$ cat src/rtl/txdma_pkg.sv
`timescale 1ns/1ps
package txdma_pkg;

  typedef enum logic [3:0] {
    S_DIS, S_PICK, S_IDLE, S_STOP,
    S_RC, S_CC, S_RA, S_CA,
    S_RD, S_CD, S_SEND, S_DONE
  } txs_t;

  localparam logic [1:0] ST_OFF  = 2'd0;
  localparam logic [1:0] ST_RUN  = 2'd1;
  localparam logic [1:0] ST_PARK = 2'd2;
  localparam logic [1:0] ST_HALT = 2'd3;

  localparam int EN_POS   = 0;
  localparam int SUSP_POS = 1;
  localparam int SOF_POS  = 31;
  localparam int EOF_POS  = 30;
  localparam int IOC_POS  = 29;
  localparam int EOT_POS  = 28;

  // picks one byte of a little-endian word
  function automatic logic [7:0] f_lane(logic [31:0] w, logic [1:0] sel);
    return w[{sel, 3'b000} +: 8];
  endfunction

  // decision taken between descriptors
  function automatic txs_t f_pick(logic susp, logic in_frame, logic caught_up);
    if (susp && !in_frame) return S_IDLE;
    if (caught_up)         return S_STOP;
    return S_RC;
  endfunction

  function automatic logic [1:0] f_status(txs_t s);
    case (s)
      S_DIS:   return ST_OFF;
      S_IDLE:  return ST_PARK;
      S_STOP:  return ST_HALT;
      default: return ST_RUN;
    endcase
  endfunction

endpackage

$ cat src/rtl/txdma_ctl_if.sv
`timescale 1ns/1ps
module txdma_ctl_if
  import txdma_pkg::*;
#(
  parameter int CW = 32
) (
  input  logic [CW-1:0] ctrl_word,
  output logic          eng_en,
  output logic          eng_susp
);
  logic absent;

  assign absent   = &ctrl_word;
  assign eng_en   = !absent && ctrl_word[EN_POS];
  assign eng_susp = !absent && ctrl_word[SUSP_POS];
endmodule

$ cat src/rtl/txdma_ring_ptr.sv
`timescale 1ns/1ps
module txdma_ring_ptr #(
  parameter int PAGE_W     = 20,
  parameter int OFS_W      = 12,
  parameter int DESC_BYTES = 8
) (
  input  logic              clk,
  input  logic              rst_n,
  input  logic              load,
  input  logic [PAGE_W-1:0] page_in,
  input  logic              step,
  input  logic              step_eot,
  output logic [PAGE_W-1:0] page_q,
  output logic [OFS_W-1:0]  cur_ofs
);
  function automatic logic [OFS_W-1:0] f_adv(logic [OFS_W-1:0] cur, logic eot);
    return eot ? '0 : cur + OFS_W'(DESC_BYTES);
  endfunction

  always_ff @(posedge clk) begin
    if (!rst_n) begin
      page_q  <= '0;
      cur_ofs <= '0;
    end else if (load) begin
      page_q  <= page_in;
      cur_ofs <= '0;
    end else if (step) begin
      cur_ofs <= f_adv(cur_ofs, step_eot);
    end
  end
endmodule

$ cat src/rtl/txdma_engine.sv
`timescale 1ns/1ps
module txdma_engine
  import txdma_pkg::*;
#(
  parameter int ADDR_W          = 32,
  parameter int RING_ALIGN_LOG2 = 12,
  parameter int BC_W            = 13
) (
  input  logic                              clk,
  input  logic                              rst_n,
  input  logic [31:0]                       ctrl_word,
  input  logic [ADDR_W-RING_ALIGN_LOG2-1:0] ring_page,
  input  logic [RING_ALIGN_LOG2-1:0]        tail_ofs,
  output logic                              mem_rd_en,
  output logic [ADDR_W-1:0]                 mem_rd_addr,
  input  logic [31:0]                       mem_rd_data,
  output logic                              out_valid,
  input  logic                              out_ready,
  output logic [7:0]                        out_data,
  output logic                              out_first,
  output logic                              out_last,
  output logic                              irq,
  output logic                              eng_enabled,
  output logic [1:0]                        st_state,
  output logic [RING_ALIGN_LOG2-1:0]        st_cur_ofs,
  output logic [RING_ALIGN_LOG2-1:0]        st_act_ofs
);
  localparam int OFS_W      = RING_ALIGN_LOG2;
  localparam int PAGE_W     = ADDR_W - OFS_W;
  localparam int DESC_BYTES = 8;

  txs_t              state;
  logic              eng_en, eng_susp;
  logic [PAGE_W-1:0] page_q;
  logic [OFS_W-1:0]  cur;
  logic [OFS_W-1:0]  act_q;
  logic [BC_W-1:0]   d_bc, remain;
  logic [ADDR_W-1:0] dptr;
  logic              f_sof, f_eof, f_ioc, f_eot;
  logic              first_pend, in_frame;
  logic [7:0]        obyte;

  // named internal events
  logic load_ring, desc_done, beat, caught_up, final_byte;
  logic unused_ctl_bits;

  assign load_ring  = (state == S_DIS) && eng_en;
  assign desc_done  = (state == S_DONE);
  assign beat       = (state == S_SEND) && out_ready;
  assign final_byte = (remain == BC_W'(1));
  assign caught_up  = (cur == tail_ofs);
  assign unused_ctl_bits = ^mem_rd_data[EOT_POS-1:BC_W];

  txdma_ctl_if #(.CW(32)) u_ctl (
    .ctrl_word (ctrl_word),
    .eng_en    (eng_en),
    .eng_susp  (eng_susp)
  );

  txdma_ring_ptr #(.PAGE_W(PAGE_W), .OFS_W(OFS_W), .DESC_BYTES(DESC_BYTES)) u_ring (
    .clk      (clk),
    .rst_n    (rst_n),
    .load     (load_ring),
    .page_in  (ring_page),
    .step     (desc_done),
    .step_eot (f_eot),
    .page_q   (page_q),
    .cur_ofs  (cur)
  );

  always_ff @(posedge clk) begin
    if (!rst_n) begin
      state      <= S_DIS;
      d_bc       <= '0;
      remain     <= '0;
      dptr       <= '0;
      {f_sof, f_eof, f_ioc, f_eot} <= '0;
      first_pend <= 1'b0;
      in_frame   <= 1'b0;
      obyte      <= '0;
      act_q      <= '0;
    end else if (!eng_en) begin
      state <= S_DIS;
    end else begin
      case (state)
        S_DIS: begin
          state    <= S_PICK;
          in_frame <= 1'b0;
        end
        S_PICK, S_IDLE, S_STOP: state <= f_pick(eng_susp, in_frame, caught_up);
        S_RC: state <= S_CC;
        S_CC: begin
          d_bc  <= mem_rd_data[BC_W-1:0];
          f_sof <= mem_rd_data[SOF_POS];
          f_eof <= mem_rd_data[EOF_POS];
          f_ioc <= mem_rd_data[IOC_POS];
          f_eot <= mem_rd_data[EOT_POS];
          state <= S_RA;
        end
        S_RA: state <= S_CA;
        S_CA: begin
          dptr       <= mem_rd_data[ADDR_W-1:0];
          remain     <= d_bc;
          first_pend <= 1'b1;
          act_q      <= cur;
          state      <= (d_bc == '0) ? S_DONE : S_RD;
        end
        S_RD: state <= S_CD;
        S_CD: begin
          obyte <= f_lane(mem_rd_data, dptr[1:0]);
          state <= S_SEND;
        end
        S_SEND: if (beat) begin
          dptr       <= dptr + ADDR_W'(1);
          remain     <= remain - BC_W'(1);
          first_pend <= 1'b0;
          state      <= final_byte ? S_DONE : S_RD;
        end
        S_DONE: begin
          if (f_eof)      in_frame <= 1'b0;
          else if (f_sof) in_frame <= 1'b1;
          state <= S_PICK;
        end
        default: state <= S_DIS;
      endcase
    end
  end

  always_comb begin
    mem_rd_en   = 1'b0;
    mem_rd_addr = '0;
    case (state)
      S_RC: begin
        mem_rd_en   = 1'b1;
        mem_rd_addr = {page_q, cur};
      end
      S_RA: begin
        mem_rd_en   = 1'b1;
        mem_rd_addr = {page_q, cur[OFS_W-1:3], 3'b100};
      end
      S_RD: begin
        mem_rd_en   = 1'b1;
        mem_rd_addr = {dptr[ADDR_W-1:2], 2'b00};
      end
      default: ;
    endcase
  end

  assign out_valid   = (state == S_SEND);
  assign out_data    = obyte;
  assign out_first   = out_valid && f_sof && first_pend;
  assign out_last    = out_valid && f_eof && final_byte;
  assign irq         = desc_done && f_ioc;
  assign eng_enabled = eng_en;
  assign st_state    = f_status(state);
  assign st_cur_ofs  = cur;
  assign st_act_ofs  = act_q;
endmodule

$ cat config.mk
export PLATFORM = sky130hd
export DESIGN_NAME = txdma_engine
export DESIGN_NICKNAME = d
export VERILOG_FILES = /design/src/rtl/txdma_pkg.sv /design/src/rtl/txdma_ctl_if.sv /design/src/rtl/txdma_ring_ptr.sv /design/src/rtl/txdma_engine.sv
export SDC_FILE = /design/constraint.sdc
export NUM_CORES = 1
export LEC_CHECK = 0
export BUFFER_PORTS_ARGS = -buffer_cell sky130_fd_sc_hd__buf_2
export CAP_MARGIN = 40
export CORE_MARGIN = 5
export CORE_UTILIZATION = 48
export CTS_CLUSTER_SIZE = 24
export DETAILED_ROUTE_END_ITERATION = 6
export PLACE_DENSITY_LB_ADDON = 0.2
export SYNTH_ARGS = -nofsm -noshare
export SYNTH_HDL_FRONTEND = slang
export SYNTH_SLANG_ARGS = --single-unit
$ cat constraint.sdc
create_clock -name clk -period 2.06 [get_ports clk]
set_input_delay 0.412 -clock clk [delete_from_list [all_inputs] [get_ports clk]]
set_output_delay 0.412 -clock clk [all_outputs]
set_load 0.02 [all_outputs]
==> results of run 1 <==
==> worst max-delay path: stages (launching register included) <==
cell,delay [ps]
dfxtp_2,330
buf_6,130
nand2b_4,150
nor3_4,180
buf_4,160
buf_8,130
a22o_1,210
buf_6,140
==> cell type report <==
type | instances | area (um^2) | share of cell area (%)
clock inverter | 9 | 153 | 1.68
multi-input combinational | 646 | 3970 | 43.7
antenna | 1 | 2.50 | 0.0276
clock buffer | 23 | 478 | 5.26
sequential | 114 | 2290 | 25.3
timing repair buffer | 262 | 1920 | 21.2
inverter | 9 | 36.3 | 0.400
tap | 176 | 220 | 2.43
==> power breakdown <==
part | total (mW) | internal [mW] | switching [mW]
combinational | 0.412 | 0.182 | 0.230
sequential | 2.25 | 2.23 | 0.0165
clock | 3.17 | 2.11 | 1.06
==> state kept, by name, summed over array words and instances (netlist names) <==
register	flops
u_ring.cur_ofs	9
f_eot	1
f_sof	1
u_ring.page_q	20
out_data	8
dptr	32
st_act_ofs	9
in_frame	1
remain	13
first_pend	1
state	4
f_eof	1
f_ioc	1
d_bc	13
==> routing by layer <==
layer  GRT usage [%]  routed length [um]  up-vias
met5               0                   0        -
met3            7.49                2250       74
met1            36.1                9650     3532
met4            12.6                 901        0
li1                -                   -     3479
met2            46.0               11600      400
==> cell usage after synthesis, types with 7 or more instances <==
library cell / count
a21o_1: 7
a21oi_1: 61
a22o_1: 31
a31oi_1: 17
and3_1: 10
buf_2: 14
buf_4: 9
clkbuf_1: 49
dfxtp_1: 114
inv_1: 9
mux2i_1: 30
mux4_2: 8
nand2_1: 120
nand2b_1: 7
nand3_1: 45
nand4_1: 29
nor2_1: 77
nor3_1: 19
nor4_1: 8
o21a_1: 7
o21ai_0: 61
o31ai_1: 9
or4_1: 10
xnor2_1: 10
==> kinds of logic after synthesis <==
family          share of synthesized area [%]
flops                                    35.3
xor+xnor                                 1.90
buf+inv                                  5.78
fa+ha+maj                               0.774
mux                                      7.43
other cells                            0.0580
compound gates                           23.0
simple gates                             25.7
==> metrics by stage <==
step	TNS, ps	total power [mW]	hold slack [ps]
final	-4940	5.84	228
after floorplan	0	2.50	431
after global placement	-4040	2.68	444
after detailed placement	-5660	2.69	453
after global routing	-6640	6.00	231
after CTS	-4070	5.83	218
==> worst paths after layout <==
| check | startpoint | depth (start not counted) | endpoint |
|---|---|---|---|
| min reg2reg | out_data[1] | 2 | out_data[1] |
| min | ring_page[12] | 3 | u_ring.page_q[12] |
| max reg2reg | state[2] | 8 | remain[2] |
| max | state[2] | 7 | mem_rd_addr[7] |
==> timing repair <==
item                                    in CTS  in global routing
gates resized for setup                     51                 28
hold buffers                                 0                  0
endpoints found under the hold margin        0                  0
setup buffers                               11                 11
endpoints found under the setup margin      35                 54
pin swaps                                    4                  5
gates cloned                                 2                  4
==> results.sh, run 1 <==
export IMPL_ctsRootBufferMaster="clkbuf_16"
export IMPL_start_kind="flip-flop"
export IMPL_drt_pre_antenna_iters=6
export IMPL_cp_end_kind="primary output"
export IMPL_hold_path_class="in2reg"
export IMPL_yosysUniqueCellTypes=58
export IMPL_post_dp_cell_area_um2=7920
export IMPL_final_setup_worst_slack_ps=-202
export IMPL_grt_first_pass_wirelength_mm=36.5
export IMPL_horizontal_die_dimension_um=126
export IMPL_portBuffers=162
export IMPL_synth_top_cells_by_area="dfxtp_1 (35%), nand2_1 (7.0%), a21oi_1 (4.7%)"
export IMPL_nFillCells=1061
export IMPL_net_total_in_the_final_layout=1153
export IMPL_final_core_util_pct=68.6
export IMPL_transition_time_at_the_pin_with_the_least_slew_margin_ps=579
export IMPL_num_io_pins=171
export IMPL_synth_seq_cells=114
export IMPL_antenna_found_initial=1
export IMPL_setup_viol=32
export IMPL_path_clk_slew_ps=50
export IMPL_drt_antenna_violating_nets=0
export IMPL_pin_count_of_the_biggest_net_entering_global_routing=103
export IMPL_initialDrtViolationCount=842
export IMPL_ys_warnings_count=0
export IMPL_power_per_cell_area_nw_per_um2=643
export IMPL_place_detailed_hpwl_mm=16.1
export IMPL_number_of_hold_violations_in_the_final_report=0
export IMPL_fp_row_count=42
export IMPL_clock_sinks=114
export IMPL_outcome="finished with violations"
export IMPL_synth_edf_count=0
export IMPL_final_layout_size_suffix_gt1_share_pct=30.6
export IMPL_slew_limit_headroom_pct=61.3
export IMPL_vias_in_the_first_global_route=6926
export IMPL_clock_tree_from_tritoncts="done"
export IMPL_clock_latency_ps=420
export IMPL_cp_max_fo=8
export IMPL_timing_reg2reg_setup_slack_ps=80
export IMPL_finClkSkew_ps=5.97
export IMPL_async_reset_ff_share_pct=0
export IMPL_cts_made_buffers=17
export IMPL_synthCells=839
export IMPL_yosysSeqAreaShare_pct=35.3
export IMPL_max_freq_mhz=442
export IMPL_grt_usage_pct=28.6
export IMPL_clock_tree_buffer_depth=2
export IMPL_htree_num_levels=4
export IMPL_routed_length_per_placed_instance_um=19.7
export IMPL_initial_core_utilization_pct=48.8
export IMPL_routed_via_density=6.04
export IMPL_rsz0062_at_grt="true"
export IMPL_drt_wl_total_mm=24.4
export IMPL_layout_area_overhead_vs_synth_pct=40.4
export IMPL_final_common_cell="buf_2"
export IMPL_critical_path_required_ps=1650
export IMPL_die_height_um=126
export IMPL_via_count=7485
export IMPL_placed_cells=1181
export IMPL_design_die_area_um2=15900
export IMPL_ys_dominant_reg_cell="dfxtp_1"
export IMPL_period_share_pct=110
export IMPL_design_area_um2=9080
export IMPL_core_area_um2=13200
export IMPL_synth_area_leader_cell="dfxtp_1"
export IMPL_placement_setup_worst_slack_ps=-149
export IMPL_number_of_max_slew_violations_in_the_final_report=0
export IMPL_netlist_area_um2=6470
export IMPL_syn_area_per_cell_um2=7.71
export IMPL_finish_cell_count_without_fillers=1240
export IMPL_post_route_min_period_ps=2260
export IMPL_remaining_drc_errors=0
export IMPL_routabilityCongestion=0.887
export IMPL_globalRoute_totalOverflow=0
export IMPL_layout_cells_most_common_list="buf_2 (131), nand2_1 (120), dfxtp_1 (109)"
export IMPL_violations="negative setup slack"
export IMPL_timing_max_cap_violations=0
export IMPL_fraction_of_synthesized_cell_area_taken_by_the_top_area_cell_type_pct=35.3
export IMPL_leakagePower_nw=3.75
export IMPL_critical_path_arrival_ps=1850
export IMPL_vdd_drop_max_v=0.000510
export IMPL_setup_worst_path_class="reg2out"
(Power assumes the default switching activity.)
==> inputs of run 2 (changes only) <==
--- a/config.mk
+++ b/config.mk
@@ -5,13 +5,14 @@
 export SDC_FILE = /design/constraint.sdc
 export NUM_CORES = 1
 export LEC_CHECK = 0
+export ABC_AREA = 1
 export BUFFER_PORTS_ARGS = -buffer_cell sky130_fd_sc_hd__buf_2
 export CAP_MARGIN = 40
 export CORE_MARGIN = 5
-export CORE_UTILIZATION = 48
+export CORE_UTILIZATION = 49
 export CTS_CLUSTER_SIZE = 24
 export DETAILED_ROUTE_END_ITERATION = 6
-export PLACE_DENSITY_LB_ADDON = 0.2
+export PLACE_DENSITY = 0.87
 export SYNTH_ARGS = -nofsm -noshare
 export SYNTH_HDL_FRONTEND = slang
 export SYNTH_SLANG_ARGS = --single-unit
==> results.sh, run 2 <==
export IMPL_power_per_cell_area_nw_per_um2=655
export IMPL_hold_start="ring_page[17]"
export IMPL_syn_area_per_cell_um2=5.89
export IMPL_critical_path_arrival_ps=1720
export IMPL_synth_seq_cells=114
export IMPL_ys_dominant_reg_cell="dfxtp_1"
export IMPL_rsz0062_at_grt="true"
export IMPL_timing_max_cap_violations=0
export IMPL_design_die_area_um2=16600
export IMPL_leakagePower_nw=3.98
export IMPL_clock_latency_ps=430
export IMPL_hold_path_class="in2reg"
export IMPL_fraction_of_synthesized_cell_area_taken_by_the_top_area_cell_type_pct=33.0
export IMPL_vias_in_the_first_global_route=7495
export IMPL_ys_warnings_count=0
export IMPL_layout_area_overhead_vs_synth_pct=28.7
export IMPL_globalRoute_totalOverflow=0
export IMPL_post_synth_fa_ha_maj_area_fraction_pct=0.723
export IMPL_r2r_start="dptr[2]"
export IMPL_via_count=8506
export IMPL_post_synth_top_count_cell="nor2_1"
export IMPL_hold_depth=3
export IMPL_fp_row_count=43
export IMPL_remaining_drc_errors=0
export IMPL_clock_tree_buffer_depth=2
export IMPL_final_common_cell="nand2_1"
export IMPL_start_kind="flip-flop"
export IMPL_die_height_um=129
export IMPL_number_of_hold_violations_in_the_final_report=0
export IMPL_cp_max_fo=10
export IMPL_num_io_pins=171
export IMPL_net_total_in_the_final_layout=1449
export IMPL_netlist_area_um2=6920
export IMPL_violations="negative setup slack"
export IMPL_clock_sinks=114
export IMPL_rr_worst_depth=9
export IMPL_largest_regs="dptr (32), u_ring.page_q (20)"
export IMPL_combined_area_of_the_multi_input_logic_cells_um2=4120
export IMPL_min_delay_worst_endpoint="u_ring.page_q[17]"
export IMPL_synth_compound_area_share_pct=15.4
export IMPL_final_layout_size_suffix_gt1_share_pct=20.8
export IMPL_cp_end_kind="primary output"
export IMPL_synth_area_leader_cell="dfxtp_1"
export IMPL_setup_viol=3
export IMPL_drt_pre_antenna_iters=5
export IMPL_yosysUniqueCellTypes=30
export IMPL_routed_via_density=5.53
export IMPL_post_dp_cell_area_um2=7940
export IMPL_design_area_um2=8910
export IMPL_post_route_min_period_ps=2140
export IMPL_final_power_mw=5.84
export IMPL_vdd_drop_max_v=0.000570
export IMPL_worst_r2r_endpoint="dptr[14]"
export IMPL_path_clk_slew_ps=60
export IMPL_critical_path_required_ps=1650
export IMPL_nFillCells=1258
export IMPL_yosys_area_share_xor_xnor_pct=1.52
export IMPL_initialDrtViolationCount=877
export IMPL_routed_length_per_placed_instance_um=16.0
export IMPL_timing_reg2reg_setup_slack_ps=190
export IMPL_grt_first_pass_wirelength_mm=37.5
export IMPL_largest_register_ff_count=32
export IMPL_layout_cells_most_common_list="nand2_1 (276), nor2_1 (272), buf_2 (140)"
export IMPL_horizontal_die_dimension_um=129
export IMPL_synthTopCellsByCount="nor2_1 (280), nand2_1 (279), dfxtp_1 (114), o21ai_0 (92)"
export IMPL_synth_area_mux_share_pct=0
export IMPL_drt_antenna_violating_nets=0
export IMPL_finClkSkew_ps=7.87
export IMPL_synth_top_cells_by_area="dfxtp_1 (33%), nor2_1 (15%), nand2_1 (15%)"
export IMPL_synth_edf_count=0
export IMPL_htree_num_levels=4
export IMPL_clock_tree_from_tritoncts="done"
export IMPL_ctsRootBufferMaster="clkbuf_16"
export IMPL_placed_cells=1496
export IMPL_pin_count_of_the_biggest_net_entering_global_routing=53
export IMPL_finish_cell_count_without_fillers=1539
export IMPL_synth_top_family_by_area="simple AND/OR/NAND/NOR gates"
export IMPL_antenna_found_initial=0
export IMPL_core_area_um2=13900
export IMPL_grt_usage_pct=28.4
export IMPL_portBuffers=162
export IMPL_max_freq_mhz=468
export IMPL_final_seq_area_um2=2290
export IMPL_final_setup_worst_slack_ps=-76.3
export IMPL_largest_register="dptr"
export IMPL_yosysSeqAreaShare_pct=33.0
export IMPL_cts_made_buffers=17
export IMPL_initial_core_utilization_pct=49.9
export IMPL_antenna_cells=0
export IMPL_place_detailed_hpwl_mm=17.9
export IMPL_async_reset_ff_share_pct=0
export IMPL_routabilityCongestion=0.997
export IMPL_number_of_max_slew_violations_in_the_final_report=0
export IMPL_setup_worst_path_class="reg2out"
export IMPL_hold_worst_slack_ps=205
export IMPL_final_core_util_pct=64.2
export IMPL_yosys_area_share_simple_pct=40.1
export IMPL_outcome="finished with violations"
export IMPL_period_share_pct=104
export IMPL_synthCells=1176
export IMPL_drt_wl_total_mm=24.7
[run 2: cell count changes after synthesis, moves of 31 or more]
cell | before | now
nor2_1 | 77 | 280
nand2_1 | 120 | 279
inv_1 | 9 | 86
o21ai_1 | 1 | 53
nand3_1 | 45 | 86
a22o_1 | 31 | 0
o21ai_0 | 61 | 92
[run 2: kinds of logic (layout without fill, tap and decap cells)]
kind of cell | after synthesis | in the layout
compound gates | 210 | 210
xor+xnor | 12 | 12
fa+ha+maj | 4 | 4
buf+inv | 152 | 328
flops | 114 | 114
other cells | 1 | 8
simple gates | 683 | 683
[run 2: worst max-delay path by stage]
| stage | from | end | slack, ps | depth (start not counted) |
|---|---|---|---|---|
| floorplan | state[0] | mem_rd_addr[12] | 190 | 6 |
| global placement | state[2] | mem_rd_addr[10] | 190 | 5 |
| detailed placement | state[3] | remain[8] | 210 | 10 |
| CTS | state[2] | mem_rd_addr[10] | -30 | 5 |
| global route | state[3] | mem_rd_addr[4] | -110 | 6 |
| finish | state[2] | mem_rd_addr[4] | -80 | 6 |
[run 2: power breakdown]
group | internal (mW) | total, mW | switching [mW]
clock | 1.94 | 3.14 | 1.21
combinational | 0.165 | 0.426 | 0.260
sequential | 2.24 | 2.27 | 0.0240
[run 2: stage by stage]
step / setup slack, ps / setup TNS [ps]
2_1_floorplan: 192 / 0
3_3_place_gp: 191 / 0
3_5_place_dp: 209 / 0
4_1_cts: -31.9 / -83.5
5_1_grt: -109 / -371
6_report: -76.3 / -92.7
[run 2: timing repair]
action,4_1_cts,5_1_grt
hold buffers,0,0
gates resized for setup,28,52
hold endpoints to repair,0,0
setup endpoints to repair,33,35
cloned,0,4
pin swaps,1,5
setup buffers,3,4
[run 2: layout make-up]
| cell class | instances | area share, % |
|---|---|---|
| clock inverter | 15 | 2.19 |
| inverter | 95 | 4.03 |
| multi-input combinational | 917 | 46.2 |
| timing repair buffer | 201 | 14.5 |
| sequential | 114 | 25.7 |
| clock buffer | 17 | 4.77 |
| tap | 180 | 2.53 |
[run 2: critical path, stage by stage (launching register included)]
cell and delay [ps]:
dfxtp_4 360, buf_12 130, nor2_8 110, nand2_1 100
buf_4 190, o22ai_1 210, buf_4 190
[run 2: per-layer routing]
metal  global-route usage [%]  part of all wire, %
met1                     38.0                   40
met2                     44.0                   45
met3                     6.52                   11
met4                     12.1                  3.3
met5                        0                    0
